===== src/rtl/pbk_pkg.sv =====
package pbk_pkg;

    typedef enum logic [1:0] {
        AK_FETCH = 2'b00,
        AK_READ  = 2'b01,
        AK_WRITE = 2'b10,
        AK_NONE  = 2'b11
    } acc_kind_e;

    typedef enum logic {
        PS_FRESH = 1'b0,
        PS_TRACK = 1'b1
    } pbk_state_e;

endpackage


===== src/rtl/pbk_cost.sv =====
module pbk_cost #(
    parameter int CW        = 8,
    parameter int FETCH_CYC = 3,
    parameter int DATA_CYC  = 1
) (
    input  logic [1:0]    kind,
    output logic [CW-1:0] cost,
    output logic          is_data
);
    import pbk_pkg::*;

    always_comb begin
        cost    = '0;
        is_data = 1'b0;
        unique case (acc_kind_e'(kind))
            AK_FETCH: cost = CW'(FETCH_CYC);
            AK_READ,
            AK_WRITE: begin
                cost    = CW'(DATA_CYC);
                is_data = 1'b1;
            end
            AK_NONE:  cost = '0;
            default:  cost = '0;
        endcase
    end
endmodule


===== src/rtl/pbk_satcnt.sv =====
module pbk_satcnt #(
    parameter int W = 8
) (
    input  logic         clk,
    input  logic         rst_n,
    input  logic         inc,
    output logic [W-1:0] cnt
);
    localparam logic [W-1:0] CNT_MAX = '1;

    always_ff @(posedge clk or negedge rst_n) begin
        if (!rst_n)
            cnt <= '0;
        else if (inc && (cnt != CNT_MAX))
            cnt <= cnt + 1'b1;
    end
endmodule


===== src/rtl/pbk_acct.sv =====
module pbk_acct #(
    parameter int ADDR_W     = 16,
    parameter int PAGE_SHIFT = 8,
    parameter int TOT_W      = 8,
    parameter int BRK_W      = 8,
    parameter int FETCH_CYC  = 3,
    parameter int DATA_CYC   = 1
) (
    input  logic              clk,
    input  logic              rst_n,
    input  logic              acc_valid,
    input  logic [ADDR_W-1:0] acc_addr,
    input  logic [1:0]        acc_kind,
    input  logic              insn_end,
    output logic [TOT_W-1:0]  insn_cycles,
    output logic              insn_valid,
    output logic [BRK_W-1:0]  brk_count
);
    import pbk_pkg::*;

    localparam int               PAGE_W  = ADDR_W - PAGE_SHIFT;
    localparam int               SUM_W   = TOT_W + 2;
    localparam logic [TOT_W-1:0] TOT_MAX = '1;

    pbk_state_e        st, st_nxt;
    logic [PAGE_W-1:0] last_page, cur_page;
    logic [TOT_W-1:0]  run_sum, base_cost;
    logic              is_data, brk_hit;
    logic [SUM_W-1:0]  sum_wide;
    logic [TOT_W-1:0]  sum_sat;

    pbk_cost #(
        .CW       (TOT_W),
        .FETCH_CYC(FETCH_CYC),
        .DATA_CYC (DATA_CYC)
    ) u_cost (
        .kind   (acc_kind),
        .cost   (base_cost),
        .is_data(is_data)
    );

    assign cur_page = acc_addr[ADDR_W-1:PAGE_SHIFT];
    assign brk_hit  = acc_valid && is_data && (st == PS_TRACK) && (cur_page != last_page);

    always_comb begin
        sum_wide = SUM_W'(run_sum)
                 + (acc_valid ? SUM_W'(base_cost) : SUM_W'(0))
                 + SUM_W'(brk_hit);
        sum_sat  = (sum_wide > SUM_W'(TOT_MAX)) ? TOT_MAX : sum_wide[TOT_W-1:0];
    end

    pbk_satcnt #(.W(BRK_W)) u_brk (
        .clk  (clk),
        .rst_n(rst_n),
        .inc  (brk_hit),
        .cnt  (brk_count)
    );

    // state register
    always_ff @(posedge clk or negedge rst_n) begin
        if (!rst_n)
            st <= PS_FRESH;
        else
            st <= st_nxt;
    end

    // transitions: fresh_to_track, track_to_fresh, fresh_hold, track_hold
    always_comb begin
        st_nxt = st;
        unique case (st)
            PS_FRESH: if (!insn_end && acc_valid && is_data) st_nxt = PS_TRACK;
            PS_TRACK: if (insn_end)                          st_nxt = PS_FRESH;
            default:                                         st_nxt = PS_FRESH;
        endcase
    end

    // outputs and datapath registers
    always_ff @(posedge clk or negedge rst_n) begin
        if (!rst_n) begin
            last_page   <= '0;
            run_sum     <= '0;
            insn_cycles <= '0;
            insn_valid  <= 1'b0;
        end else begin
            insn_valid <= insn_end;
            if (acc_valid && is_data)
                last_page <= cur_page;
            if (insn_end) begin
                insn_cycles <= sum_sat;
                run_sum     <= '0;
            end else begin
                run_sum <= sum_sat;
            end
        end
    end
endmodule


===== config.mk =====
export PLATFORM = sky130hd
export DESIGN_NAME = pbk_acct
export DESIGN_NICKNAME = d
export VERILOG_FILES = /design/src/rtl/pbk_pkg.sv /design/src/rtl/pbk_cost.sv /design/src/rtl/pbk_satcnt.sv /design/src/rtl/pbk_acct.sv
export SDC_FILE = /design/constraint.sdc
export NUM_CORES = 1
export LEC_CHECK = 0
export BUFFER_PORTS_ARGS = -buffer_cell sky130_fd_sc_hd__buf_2
export CORE_MARGIN = 3
export CORE_UTILIZATION = 35
export DETAILED_ROUTE_END_ITERATION = 6
export PLACE_DENSITY = 0.58
export SETUP_SLACK_MARGIN = 0.2
export SLEW_MARGIN = 20
export SYNTH_ARGS = -nofsm -noshare
export SYNTH_HDL_FRONTEND = slang
export SYNTH_SLANG_ARGS = --single-unit

===== constraint.sdc =====
create_clock -name clk -period 3.7 [get_ports clk]
set_input_delay 0.185 -clock clk [delete_from_list [all_inputs] [get_ports clk]]
set_output_delay 0.185 -clock clk [all_outputs]
set_load 0.01 [all_outputs]

==> results list, run 1 <==
- Run status: complete, but fails checks
* Violations in the final reports: hold timing
* Vias post-DR: between 1000 and 1500
- Number of global-route vias before repair: about 1200
- Class of the tightest hold or removal check: input port to async pin
- In this run, placement finished with an instance count of roughly 230.
- Detail Placement HPWL: 2.27 mm
- Dominant cell type by area after synthesis: sky130_fd_sc_hd__dfrtp_1
- By count the netlist is led by sky130_fd_sc_hd__dfrtp_1, sky130_fd_sc_hd__nor2_1, sky130_fd_sc_hd__a21oi_1, sky130_fd_sc_hd__mux2_2, sky130_fd_sc_hd__xor2_1.
* PostCTS Resize Cnt: 0
* F_max: between 300 and 400 MHz
- Utilization after layout: roughly 44%
* Critical Path, Cell by Cell: xor2_1 > nor4_2 > nand2_2 > and2_2 > fa_1 > inv_1 > fa_1 > nor2_1 > nor2_1 > a21oi_1 > mux2_2
- For this design, the slowest cell found on the critical path is sky130_fd_sc_hd__dfrtp_1.
* Worst Reg-to-Reg Cells: 11
- In the synthesized netlist, the number of instances is 149.
- Count of antenna diodes in the layout: 0
- IR analysis of the VDD net gives a maximum drop of 196 µV.
- 39 I/O pins were placed.
* Crit path launch type: flop
* Clock root cell: sky130_fd_sc_hd__clkbuf_8
- Setup TNS: 0 ns
- Dominant synthesized flop cell: sky130_fd_sc_hd__dfrtp_1
* Max-slew headroom: approximately 50%
- The worst path uses between 70% and 80% of the clock period.
* Die height: roughly 75 µm
- At the worst endpoint, the arrival time is roughly 2.9 ns.
* Max-capacitance violation count: 0
- Worst clock skew: 0.00735 ns
* Clock insertion delay at the later pin of the skew report: 0.28 ns
- Yosys mapped the design onto 33 distinct sky130hd cell types.
- H-tree Lvls: 2
- Number of rows created at floorplan: 24
- Setup violations remaining at the end of the flow were counted as 0.
* Number of flops mapped to enable cells by yosys: 0
* Fraction of final layout cells with drive strength greater than 1: slightly below 30%
* CTS clk-pin slew, worst paths: ~0.070 ns
* Overflow left after global routing: 0
* Setup Fix Bufs, Post-CTS: 0
* CP peak stage delay: roughly 0.4 ns
- Entering global routing, the biggest net connects 35 pins.
- Layout fillers: around 450
* Global placement routability congestion: slightly below 0.7
- Required time of the worst setup path: approximately 3.9 ns
- The die covers between 5000 and 6000 µm².
- Initial Util: between 30% and 40%
* Syn-to-layout area delta: 17.9%
- In the routed design, unresolved DRC markers number 0.
- Counting every net in the synthesized netlist gives between 150 and 200.
* Number of buffers added by the clock tree synthesis step: 5
- Total power: a little over 0.0009 W
- DR iter-0 viols: 51
- TritonCTS built the clock tree.
- Net count, final: roughly 210
- The analysis attributes to cell leakage a power of 0.938 nW.
- The setup path with the least slack is of type flop to flop.
- Source of the worst register-to-register timing path: last_page[7]
- In the final layout, the multi-input gates occupy between 700 and 800 µm².
* Die boundary width: between 70 and 80 µm
- The final count of hold timing violations was 34.
- The first global-routing pass estimated ~5.2 mm of wire.
- For this design, the sink count on the clock tree is 34.
- Total count of max-transition violations in the final report: 0
- Hold slack final: -0.0351 ns
- Average vias per placed instance: ~5
- Share of synthesized registers carrying an async set or reset: 100%
- In this run the power density over the cells is around 470 nW/µm².
- Reg-to-reg endpoint: insn_cycles[7]
- For this design, the CTS-stage hold fixing added 0 buffers.
- Sequential cells were found to cover between 50 and 60% of the synthesized design area.
* Transition time at the pin with the least slew margin: about 0.74 ns
* Area used by sequential logic in the layout: 851 µm²
- Mapped Area: ~1700 µm²
- Wire length reported by the detailed router: 3.07 mm
- RSZ-0062 raised after global routing: false
* Area of the core region: roughly 4400 µm²
- Per-cell routed wire length: between 10 and 15 µm
* Final standard cell count with taps included and fillers excluded: around 240
* Reg-to-reg slack, setup: about 1 ns
- Ranked by total cell area, the synthesized netlist is headed by sky130_fd_sc_hd__dfrtp_1, sky130_fd_sc_hd__mux2_2, sky130_fd_sc_hd__xor2_1, sky130_fd_sc_hd__nor2_1, sky130_fd_sc_hd__ha_1.
* Initial antenna violation count: 0
- In this run, synthesis produced a sequential element count of 34.
- The routed design could run at a clock period as short as about 2.7 ns.
* Endpoint type of the worst setup path: flop
- In this run the tool buffered the top-level ports with 30 buffer cells.
- Crit Path Max Fanout: 8
- Yosys top cell area share: around half
- Most frequently used cell type in the post-synthesis netlist: sky130_fd_sc_hd__dfrtp_1
- Number of detailed-route iterations in the first pass: 4
* Average size of a mapped cell: around 11 µm²
- Buffers from clock root to sink, at most: 2
* Detail Route Antenna Nets: 0
- All-layer global routing usage: 12.4%
* Number of warnings printed during yosys synthesis: 0
[power by group]
group,switching [W],internal (W),leakage (nW)
logic,0.0000898,0.0000835,0.451
clock network,0.000131,0.000150,0.0482
registers,0.0000350,0.000418,0.438
total,0.000256,0.000652,0.938
[metal layers]
layer / part of all wire (%) / wire [µm] / global-route usage, %
met1: 45 / 1370 / 14.7
met2: 50 / 1530 / 21.1
met3: 4.4 / 135 / 4.01
met4: 1.0 / 31 / 4.74
met5: 0 / 0 / 0
[state kept, by name (all words and copies together) (netlist names)]
signal	cells
st	1
insn_valid	1
run_sum	8
insn_cycles	8
last_page	8
u_brk.cnt	8
[cells in the final DEF (no fill, tap or decap), drive strengths merged]
master and count:
a21o 1, a21oi 9, a31oi 5, and2 2, and3 4, and4b 1, buf 30, clkbuf 7
clkinv 1, dfrtp 34, fa 2, ha 4, inv 8, mux2 11, nand2 6, nand3 5
nand3b 1, nand4 4, nor2 19, nor2b 3, nor3 4, nor3b 1, nor4 2, o211ai 1
o21ai 4, or3 1, xnor2 5, xor2 9
[through the flow]
step	setup WS (ns)	area, µm²	hold slack [ns]
floorplan	1.23	1650	-0.111
global placement	1.01	1850	0.289
detailed placement	0.982	1850	0.310
CTS	0.982	1950	0.000223
global route	0.785	1950	0.0251
finish	0.995	1950	-0.0351
[area by class of cell]
| type | instances | area share [%] |
|---|---|---|
| inverter | 8 | 1.54 |
| clock inverter | 1 | 0.257 |
| tap | 52 | 3.34 |
| clock buffer | 7 | 4.44 |
| multi-input combinational | 104 | 39.0 |
| timing repair buffer | 30 | 7.72 |
| sequential | 34 | 43.7 |
[logic make-up (layout without fill, tap and decap cells)]
| logic type | count (synthesis) | after routing | synth area share [%] |
|---|---|---|---|
| AOI/OAI and AO/OA | 20 | 20 | 6.75 |
| xor gates and xnor gates | 14 | 14 | 7.43 |
| adders and majority gates | 6 | 6 | 5.46 |
| buffers and inverters | 11 | 46 | 2.50 |
| DFF | 34 | 34 | 51.6 |
| muxes | 11 | 11 | 7.73 |
| and+or+nand+nor | 53 | 53 | 18.6 |
[worst max path at each step]
stage	start	to	slack, ns
floorplan	last_page[3]	insn_cycles[7]	1.23
global placement	last_page[7]	insn_cycles[7]	1.01
detailed placement	last_page[7]	insn_cycles[7]	0.98
CTS	last_page[7]	insn_cycles[7]	0.98
global route	last_page[2]	insn_cycles[7]	0.79
finish	last_page[7]	insn_cycles[7]	1.0
[critical path, delay by kind of cell, from the launching register on]
kind | cells | cell delay [ns]
and+or+nand+nor | 5 | 0.92
adders and majority gates | 2 | 0.66
DFF | 1 | 0.39
muxes | 1 | 0.28
xor gates and xnor gates | 1 | 0.17
AOI/OAI and AO/OA | 1 | 0.09
buffers and inverters | 1 | 0.08
Power figures use the tool's default switching activity.
==> inputs of run 2 (changes only) <==
--- a/config.mk
+++ b/config.mk
@@ -9,7 +9,7 @@
 export CORE_MARGIN = 3
 export CORE_UTILIZATION = 35
 export DETAILED_ROUTE_END_ITERATION = 6
-export PLACE_DENSITY = 0.58
+export PLACE_DENSITY = 0.6
 export SETUP_SLACK_MARGIN = 0.2
 export SLEW_MARGIN = 20
 export SYNTH_ARGS = -nofsm -noshare
==> constraint.sdc (replaced) <==
create_clock -name clk -period 2.27 [get_ports clk]
set_input_delay 0.1135 -clock clk [delete_from_list [all_inputs] [get_ports clk]]
set_output_delay 0.1135 -clock clk [all_outputs]
set_load 0.01 [all_outputs]
==> run 2 against run 1 <==
The run ends with setup timing left. First-iteration DRC count fell by 22%. Setup slack got worse by 1.1 ns. Sequential power increased by 65%. Power up 61%. Cell area increased by 8.7%. Utilization increased by 3.8 points. Cell count rose by 5.1%. Sequential share of layout area decreased by 3.5 points. Via count increased by 5.6%. Clock skew is 0.0018 ns lower. Die area did not move.
==> results list, run 2 (synthesis gave the netlist of run 1 again) <==
- The number of design rule violations left after detail routing came to 0 (unchanged).
- The start-to-end type of the worst setup path is flop to flop (unchanged).
- The cell at the slowest stage of the critical path was sky130_fd_sc_hd__dfrtp_1 (unchanged).
* All-layer global routing usage: 12.5% (was 12.4%)
- Number of detailed-route iterations in the first pass: 6 (was 4)
* Class of the tightest hold or removal check: input port to flop (was input port to async pin)
- The latest clock arrival within the worst-skew pair was 0.28 ns (about the same).
- The final total negative setup slack came to -1.08 ns (was 0 ns).
- The global-route congestion overflow total was 0 (unchanged).
- Crit path setup slack, layout: -0.153 ns (was 0.995 ns)
- DR iter-0 viols: 40 (was 51)
- Fraction of final layout cells with drive strength greater than 1: 39.3% (was 28.8%)
- CP peak stage delay: 0.40 ns (was 0.39 ns)
* Post-Place Worst Slack: -0.156 ns (was 0.982 ns)
- The beginning of the critical path was last_page[3] (was last_page[7]).
* Number of setup violations in the final report: 12 (was 0)
- Area of the core region: 4440 µm² (unchanged)
* Per-cell routed wire length: 12.7 µm (was 13.0 µm)
- The multi-input logic area came to 828 µm² (was 758 µm²).
- Max-capacitance violation count: 0 (unchanged)
* Total power: 0.00147 W (was 0.000908 W)
- Die boundary width: 74.7 µm (unchanged)
* CP arrival: 2.58 ns (was 2.87 ns)
- The total via count in the routed design was 1230 (was 1165).
- The family of cells with the greatest summed delay on the critical path is simple AND/OR/NAND/NOR gates (unchanged).
- H-tree Lvls: 2 (unchanged)
* CP bufs+invs: 2 (was 1)
* Global-route wire length before repair: 5.28 mm (was 5.21 mm)
* Run status: complete, but fails checks (unchanged)
- The peak fanout along the critical path was 5 (was 8).
* Port Buffers: 30 (unchanged)
- The clock transition at the registers of the reported paths is 0.06 ns (was 0.07 ns).
* Area used by sequential logic in the layout: 851 µm² (unchanged)
- The clock tree buffer depth is 2 (unchanged).
- Largest net degree at the start of global routing: 35 (unchanged)
- The worst-case headroom to the max-slew limit is 50.9% (was 50.4%).
* Violations in the final reports: setup timing (was hold timing)
* Commonest non-fill, non-tap cells in the layout: sky130_fd_sc_hd__dfrtp_1, sky130_fd_sc_hd__buf_2, sky130_fd_sc_hd__nor2_1 (unchanged)
- Number of global-route vias before repair: 1254 (was 1197)
* Hold slack final: 0.0932 ns (was -0.0351 ns)
- Source of the worst register-to-register timing path: last_page[3] (was last_page[7])
- The period utilization came to 107% (was 73.1%).
* Largest voltage drop on the vdd net: 344 µV (was 196 µV)
- Net count, final: 224 (was 211)
- Pwr Density: 692 nW/µm² (was 467 nW/µm²)
- The library cell used as clock root buffer was sky130_fd_sc_hd__clkbuf_8 (unchanged).
- Critical Path, Cell by Cell: xor2_2 > nor4_4 > nand2_2 > and2_4 > fa_2 > inv_2 > fa_2 > inv_1 > a31oi_1 > nor2_1 > nor2_1 > a21oi_1 (was xor2_1 > nor4_2 > nand2_2 > and2_2 > fa_1 > inv_1 > fa_1 > nor2_1 > nor2_1 > a21oi_1 > mux2_2)
* Transition time at the pin with the least slew margin: 0.736 ns (was 0.744 ns)
- RSZ-0062 raised after global routing: true (was false)
- Most common cell after layout, fill and taps aside: sky130_fd_sc_hd__dfrtp_1 (unchanged)
- The number of sinks on the clock net is 34 (unchanged).
- The maximum clock frequency was 413 MHz (was 370 MHz).
* Count of antenna diodes in the layout: 0 (unchanged)
- CTS tree: yes (unchanged)
- The floorplan row count is 24 (unchanged).
- Worst clock skew: 0.00553 ns (was 0.00735 ns)
- Crit path launch type: flop (unchanged)
* Average vias per placed instance: 4.96 (was 4.94)
- The time the final worst path needs with I/O delays and setup was 2.42 ns (was 2.70 ns).
- The I/O pin count was 39 (unchanged).
- The die outline height came to 74.7 µm (unchanged).
- The worst endpoint required time is 2.42 ns (was 3.87 ns).
* Endpoint type of the worst setup path: flop (unchanged)
* Leak Pwr: 1.00 nW (was 0.938 nW)
- The layout overhead on the synthesized area is 28.2% (was 17.9%).
- Layout fillers: 418 (was 447)
- The post-detailed-placement half-perimeter wirelength is 2.29 mm (was 2.27 mm).
* Total count of max-transition violations in the final report: 0 (unchanged)
- The remaining antenna violation count is 0 (unchanged).
* Final Hold Fails: 0 (was 34)
- The routed wire length came to 3.16 mm (was 3.07 mm).
- Initial antenna violation count: 0 (unchanged)
* Number of buffers added by the clock tree synthesis step: 5 (unchanged)
* Total die area: 5570 µm² (unchanged)
- In this run the most critical hold path is launched from acc_addr[8].
- The effective utilization at floorplan is 37.1% (unchanged).
- Global placement routability congestion: 0.704 (was 0.687)
[run 2: cell count changes in the layout (fill, tap and decap cells not counted), moves of 2 or more]
cell                      previous run  this run
sky130_fd_sc_hd__buf_4               0         8
sky130_fd_sc_hd__buf_6               0         4
sky130_fd_sc_hd__xor2_1              9         5
sky130_fd_sc_hd__xor2_2              0         4
sky130_fd_sc_hd__nor2_1             19        16
sky130_fd_sc_hd__a21oi_1             9         7
sky130_fd_sc_hd__a21oi_2             0         2
sky130_fd_sc_hd__fa_1                2         0
sky130_fd_sc_hd__fa_2                0         2
sky130_fd_sc_hd__nor2_2              0         2
sky130_fd_sc_hd__o21ai_0             4         2
sky130_fd_sc_hd__o21ai_1             0         2
[run 2: cell type report]
cell class	instances	share of cell area, %
clock buffer	7	3.61
inverter	8	1.42
multi-input combinational	104	39.1
sequential	34	40.2
tap	52	3.08
timing repair buffer	43	12.5
[run 2: worst reg2reg max path: cells and delay by family, from the launching register on]
kind	cells	cell delay, ns
AOI/OAI and AO/OA	2	0.24
and+or+nand+nor	5	0.74
buffers and inverters	2	0.13
DFF	1	0.40
adders and majority gates	2	0.63
xor gates and xnor gates	1	0.17
[run 2: metrics by stage]
stage	cells	utilization [%]	instance area [µm²]
floorplan	149	-	1670
global placement	235	43.3	1920
detailed placement	235	43.3	1920
CTS	245	46.6	2070
global route	248	47.6	2120
finish	248	47.6	2120
[run 2: timing repair]
| action | 4_1_cts | 5_1_grt |
|---|---|---|
| pin swaps | 9 | 2 |
| resized for setup | 11 | 6 |
| buffers inserted | 2 | 3 |
| setup endpoints to repair | 16 | 16 |
| hold buffers | 1 | 0 |
| endpoints found under the hold margin | 34 | 0 |
[run 2: report_power, final]
group / total, W / switching [W] / internal [W]
Sequential: 0.000748 / 0.0000654 / 0.000682
Combinational: 0.000309 / 0.000152 / 0.000157
Clock: 0.000409 / 0.000198 / 0.000211
Total: 0.00147 / 0.000415 / 0.00105
[run 2: worst paths after layout]
kind	endpoint	slack (ns)	cells past startpoint
max in group asynchronous	insn_cycles[5]	1.36	2
setup / recovery	insn_cycles[4]	-0.15	12
hold / removal	last_page[0]	0.09	2
hold reg to reg	st	0.48	2
setup reg to reg	insn_cycles[4]	-0.15	12
min in group asynchronous	u_brk.cnt[3]	0.43	2
[run 2: layer usage]
| layer | vias to the layer above | global-route usage (%) | routed length [µm] |
|---|---|---|---|
| met5 | - | 0 | 0 |
| met4 | 0 | 4.74 | 24 |
| met3 | 3 | 3.87 | 151 |
| met2 | 28 | 22.5 | 1690 |
| met1 | 599 | 13.7 | 1290 |
| li1 | 600 | - | - |
==> inputs of run 3 (changes only) <==
--- a/config.mk
+++ b/config.mk
@@ -6,7 +6,7 @@
 export NUM_CORES = 1
 export LEC_CHECK = 0
 export BUFFER_PORTS_ARGS = -buffer_cell sky130_fd_sc_hd__buf_2
-export CORE_MARGIN = 3
+export CORE_MARGIN = 2
 export CORE_UTILIZATION = 35
 export DETAILED_ROUTE_END_ITERATION = 6
 export PLACE_DENSITY = 0.6
==> run 3 against run 2 <==
The flow still finishes with violations (setup timing). Power up 18%. Cell count shrank 0.40%. Clock skew increased by 0.0010 ns. Clock-buffer cell count down 2. Via count down 1.6%. Setup slack improved by 0.024 ns. Sequential power about the same. Worst hold slack is essentially flat. Highest routed layer unchanged.
==> results list, run 3 (synthesis gave the netlist of run 1 again) <==
* Run status: complete, but fails checks (unchanged)
- Violations in the final reports: setup timing (unchanged).
- H-tree Lvls: 2 (unchanged)
- Total I/O pin count: 39 (unchanged)
- The final instance area came to 2160 µm² (was 2120 µm²).
- The port buffer count came to 30 (unchanged).
- Count of antenna diodes in the layout: 0 (unchanged)
- Psw: 0.000445 W (was 0.000415 W)
* Crit Path Max Fanout: 5 (unchanged)
* Utilization after layout: 48.6% (was 47.6%)
- Setup TNS: -0.478 ns (was -1.08 ns)
- The proportion of total power due to net switching is 25.8% (was 28.3%).
- The post-detailed-placement half-perimeter wirelength came to 2.29 mm (about the same).
- The length of the first detailed-routing pass in iterations came to 4 (was 6).
- Clock insertion delay at the later pin of the skew report: 0.29 ns (was 0.28 ns)
- The final worst setup slack is -0.128 ns (was -0.153 ns).
* Total count of max-transition violations in the final report: 0 (unchanged)
* Internal power: 0.00128 W (was 0.00105 W)
* Clock root cell: sky130_fd_sc_hd__clkbuf_8 (unchanged)
- The clock tree buffer depth was 2 (unchanged).
- Crit path launch type: flop (unchanged)
* CP peak stage delay: 0.40 ns (about the same)
- Transition time at the pin with the least slew margin: 0.747 ns (was 0.736 ns)
- CP max-delay cell: sky130_fd_sc_hd__dfrtp_1 (unchanged)
- Reg-to-reg endpoint: insn_cycles[7] (was insn_cycles[4])
- Largest net degree at the start of global routing: 35 (unchanged)
* Number of rows created at floorplan: 24 (unchanged)
* HP Start: acc_addr[13] (was acc_addr[8])
- Area of the core region: 4440 µm² (unchanged)
- The global-route wire length before repair was 5.45 mm (was 5.28 mm).
* Total die area: 5280 µm² (was 5570 µm²)
- Total cell area at the placement stage: 1920 µm² (unchanged)
- Area used by sequential logic in the layout: 851 µm² (unchanged)
- Endpoint type of the worst setup path: flop (unchanged)
- Critical Path, Cell by Cell: xor2_2 > nor4_4 > nand2_2 > and2_4 > fa_2 > inv_2 > fa_2 > nor2_2 > nor2_2 > a21oi_2 > mux2_2 (was xor2_2 > nor4_4 > nand2_2 > and2_4 > fa_2 > inv_2 > fa_2 > inv_1 > a31oi_1 > nor2_1 > nor2_1 > a21oi_1).
- Initial antenna violation count: 0 (unchanged)
- F_max: 417 MHz (was 413 MHz)
* Clock share of power: 38.9% (was 27.9%)
- CTS clk-pin slew, worst paths: 0.07 ns (was 0.06 ns)
- Per-cell routed wire length: 12.5 µm (was 12.7 µm)
- Wire length reported by the detailed router: 3.09 mm (was 3.16 mm)
* Minimum clock period after layout: 2.40 ns (was 2.42 ns)
* Number of global-route vias before repair: 1297 (was 1254)
- Commonest non-fill, non-tap cells in the layout: sky130_fd_sc_hd__dfrtp_1, sky130_fd_sc_hd__buf_2, sky130_fd_sc_hd__nor2_1 (unchanged).
- The depth of the most critical reg-to-reg path is 11 (was 12).
* Max-capacitance violation count: 0 (unchanged)
- The static power due to leakage was 1.02 nW (was 1.00 nW).
* Overflow left after global routing: 0 (unchanged)
- The number of filler cells placed in the layout is 439 (was 418).
- The total via count in the routed design came to 1210 (was 1230).
* Worst clock skew: 0.00656 ns (was 0.00553 ns)
* Syn-to-layout area delta: 31.0% (was 28.2%)
- Final Hold Fails: 0 (unchanged)
- Max-slew headroom: 50.2% (was 50.9%)
- The class of the tightest hold or removal check was input port to flop (unchanged).
- All-layer global routing usage: 13.3% (was 12.5%)
- The period utilization came to 106% (was 107%).
- The worst endpoint required time came to 2.45 ns (was 2.42 ns).
- Setup Crit Path Kind: flop to flop (unchanged)
* Grt peak-use layer: met2 (unchanged)
- The multi-input logic area is 840 µm² (was 828 µm²).
- Fraction of power consumed by combinational cells: 17.8% (was 21.1%)
* Pwr Density: 797 nW/µm² (was 692 nW/µm²)
- RSZ-0062 raised after global routing: true (unchanged).
- The largest vdd supply drop is 368 µV (was 344 µV).
- Clock tree sinks: 34 (unchanged)
- Met2 Usage GRT: 22.4% (was 22.5%)
* Die height: 72.7 µm (was 74.7 µm)
- The met1 demand-to-capacity share in global routing came to 15.9% (was 13.7%).
* Detail Route Antenna Nets: 0 (unchanged)
* Average vias per placed instance: 4.90 (was 4.96)
* Die boundary width: 72.7 µm (was 74.7 µm)
* Global placement routability congestion: 0.739 (was 0.704)
* Number of buffers added by the clock tree synthesis step: 5 (unchanged)
- Source of the worst register-to-register timing path: last_page[1] (was last_page[3])
* Most common cell after layout, fill and taps aside: sky130_fd_sc_hd__dfrtp_1 (unchanged)
- The relative contribution of sequential cells to total power is 43.3% (was 51.0%).
- The final-stage net count was 222 (was 224).
* Worst hold path endpoint: last_page[5] (was last_page[0])
- The number of design rule violations left after detail routing was 0 (unchanged).
- Fraction of final layout cells with drive strength greater than 1: 42.1% (was 39.3%)
- The data arrival time of the worst path is 2.57 ns (was 2.58 ns).
- The violation count after the first detailed-route iteration came to 52 (was 40).
* Worst Hold Path Cells: 2 (unchanged)
- CTS tree: yes (unchanged)
- The number of setup violations in the final report is 10 (was 12).
- The effective utilization at floorplan was 37.1% (unchanged).
* Reg-to-reg slack, setup: -0.13 ns (was -0.15 ns)
- Met3 Usage GRT: 3.87% (about the same)
run 3: changes by cell type in the layout (fill, tap and decap cells not counted), sizes merged:
cell    before  now
buf         42   40
bufinv       0    2
clkbuf       7    5
clkinv       0    1
run 3: critical path: cells and delay by family (launching register included):
kind	cells	cell delay, ns
xor gates and xnor gates	1	0.16
AOI/OAI and AO/OA	1	0.07
and+or+nand+nor	5	0.72
buffers and inverters	1	0.06
muxes	1	0.26
adders and majority gates	2	0.60
DFF	1	0.40
run 3: through the flow:
stage          power, W  hold slack [ns]  setup slack (ns)  cells
3_3_place_gp    0.00104            0.218           -0.0988    235
5_1_grt         0.00182           0.0749            -0.276    247
6_report        0.00172           0.0929            -0.128    247
3_5_place_dp    0.00105            0.235            -0.171    235
4_1_cts         0.00173           0.0811            -0.142    245
2_1_floorplan  0.000933           -0.182           -0.0886    149
run 3: power by group through the flow:
stage | registers (W) | logic [W] | clock network [W]
after global routing | 0.000755 | 0.000344 | 0.000724
after floorplan | 0.000764 | 0.000169 | 0
after global placement | 0.000748 | 0.000287 | 0
after detailed placement | 0.000751 | 0.000297 | 0
final | 0.000745 | 0.000307 | 0.000671
after CTS | 0.000741 | 0.000300 | 0.000692
run 3: how the worst max path moves through the flow:
stage	from	to	cells past startpoint
3_3_place_gp	last_page[1]	insn_cycles[7]	11
6_report	last_page[1]	insn_cycles[7]	11
5_1_grt	last_page[1]	insn_cycles[7]	10
4_1_cts	last_page[1]	insn_cycles[7]	11
2_1_floorplan	last_page[7]	insn_cycles[7]	11
3_5_place_dp	last_page[1]	insn_cycles[7]	11
run 3: repair_timing:
action / 4_1_cts / 5_1_grt
buffers inserted: 1 / 2
setup endpoints to repair: 16 / 16
gates resized for setup: 1 / 15
pin swaps: 1 / 7
hold endpoints to repair: 34 / 0
hold buffers: 1 / 0
run 3: layout make-up:
cell class,count,share of cell area (%)
clock buffer,5,3.18
clock inverter,3,3.18
sequential,34,39.4
multi-input combinational,104,38.8
inverter,8,1.39
timing repair buffer,41,11.1
tap,52,3.01
run 3: per-layer routing:
layer	part of all wire, %	routed length [µm]	vias up
li1	-	-	594
met1	44	1350	586
met2	51	1570	23
met3	3.9	122	7
met4	1.6	50	0
met5	0	0	-
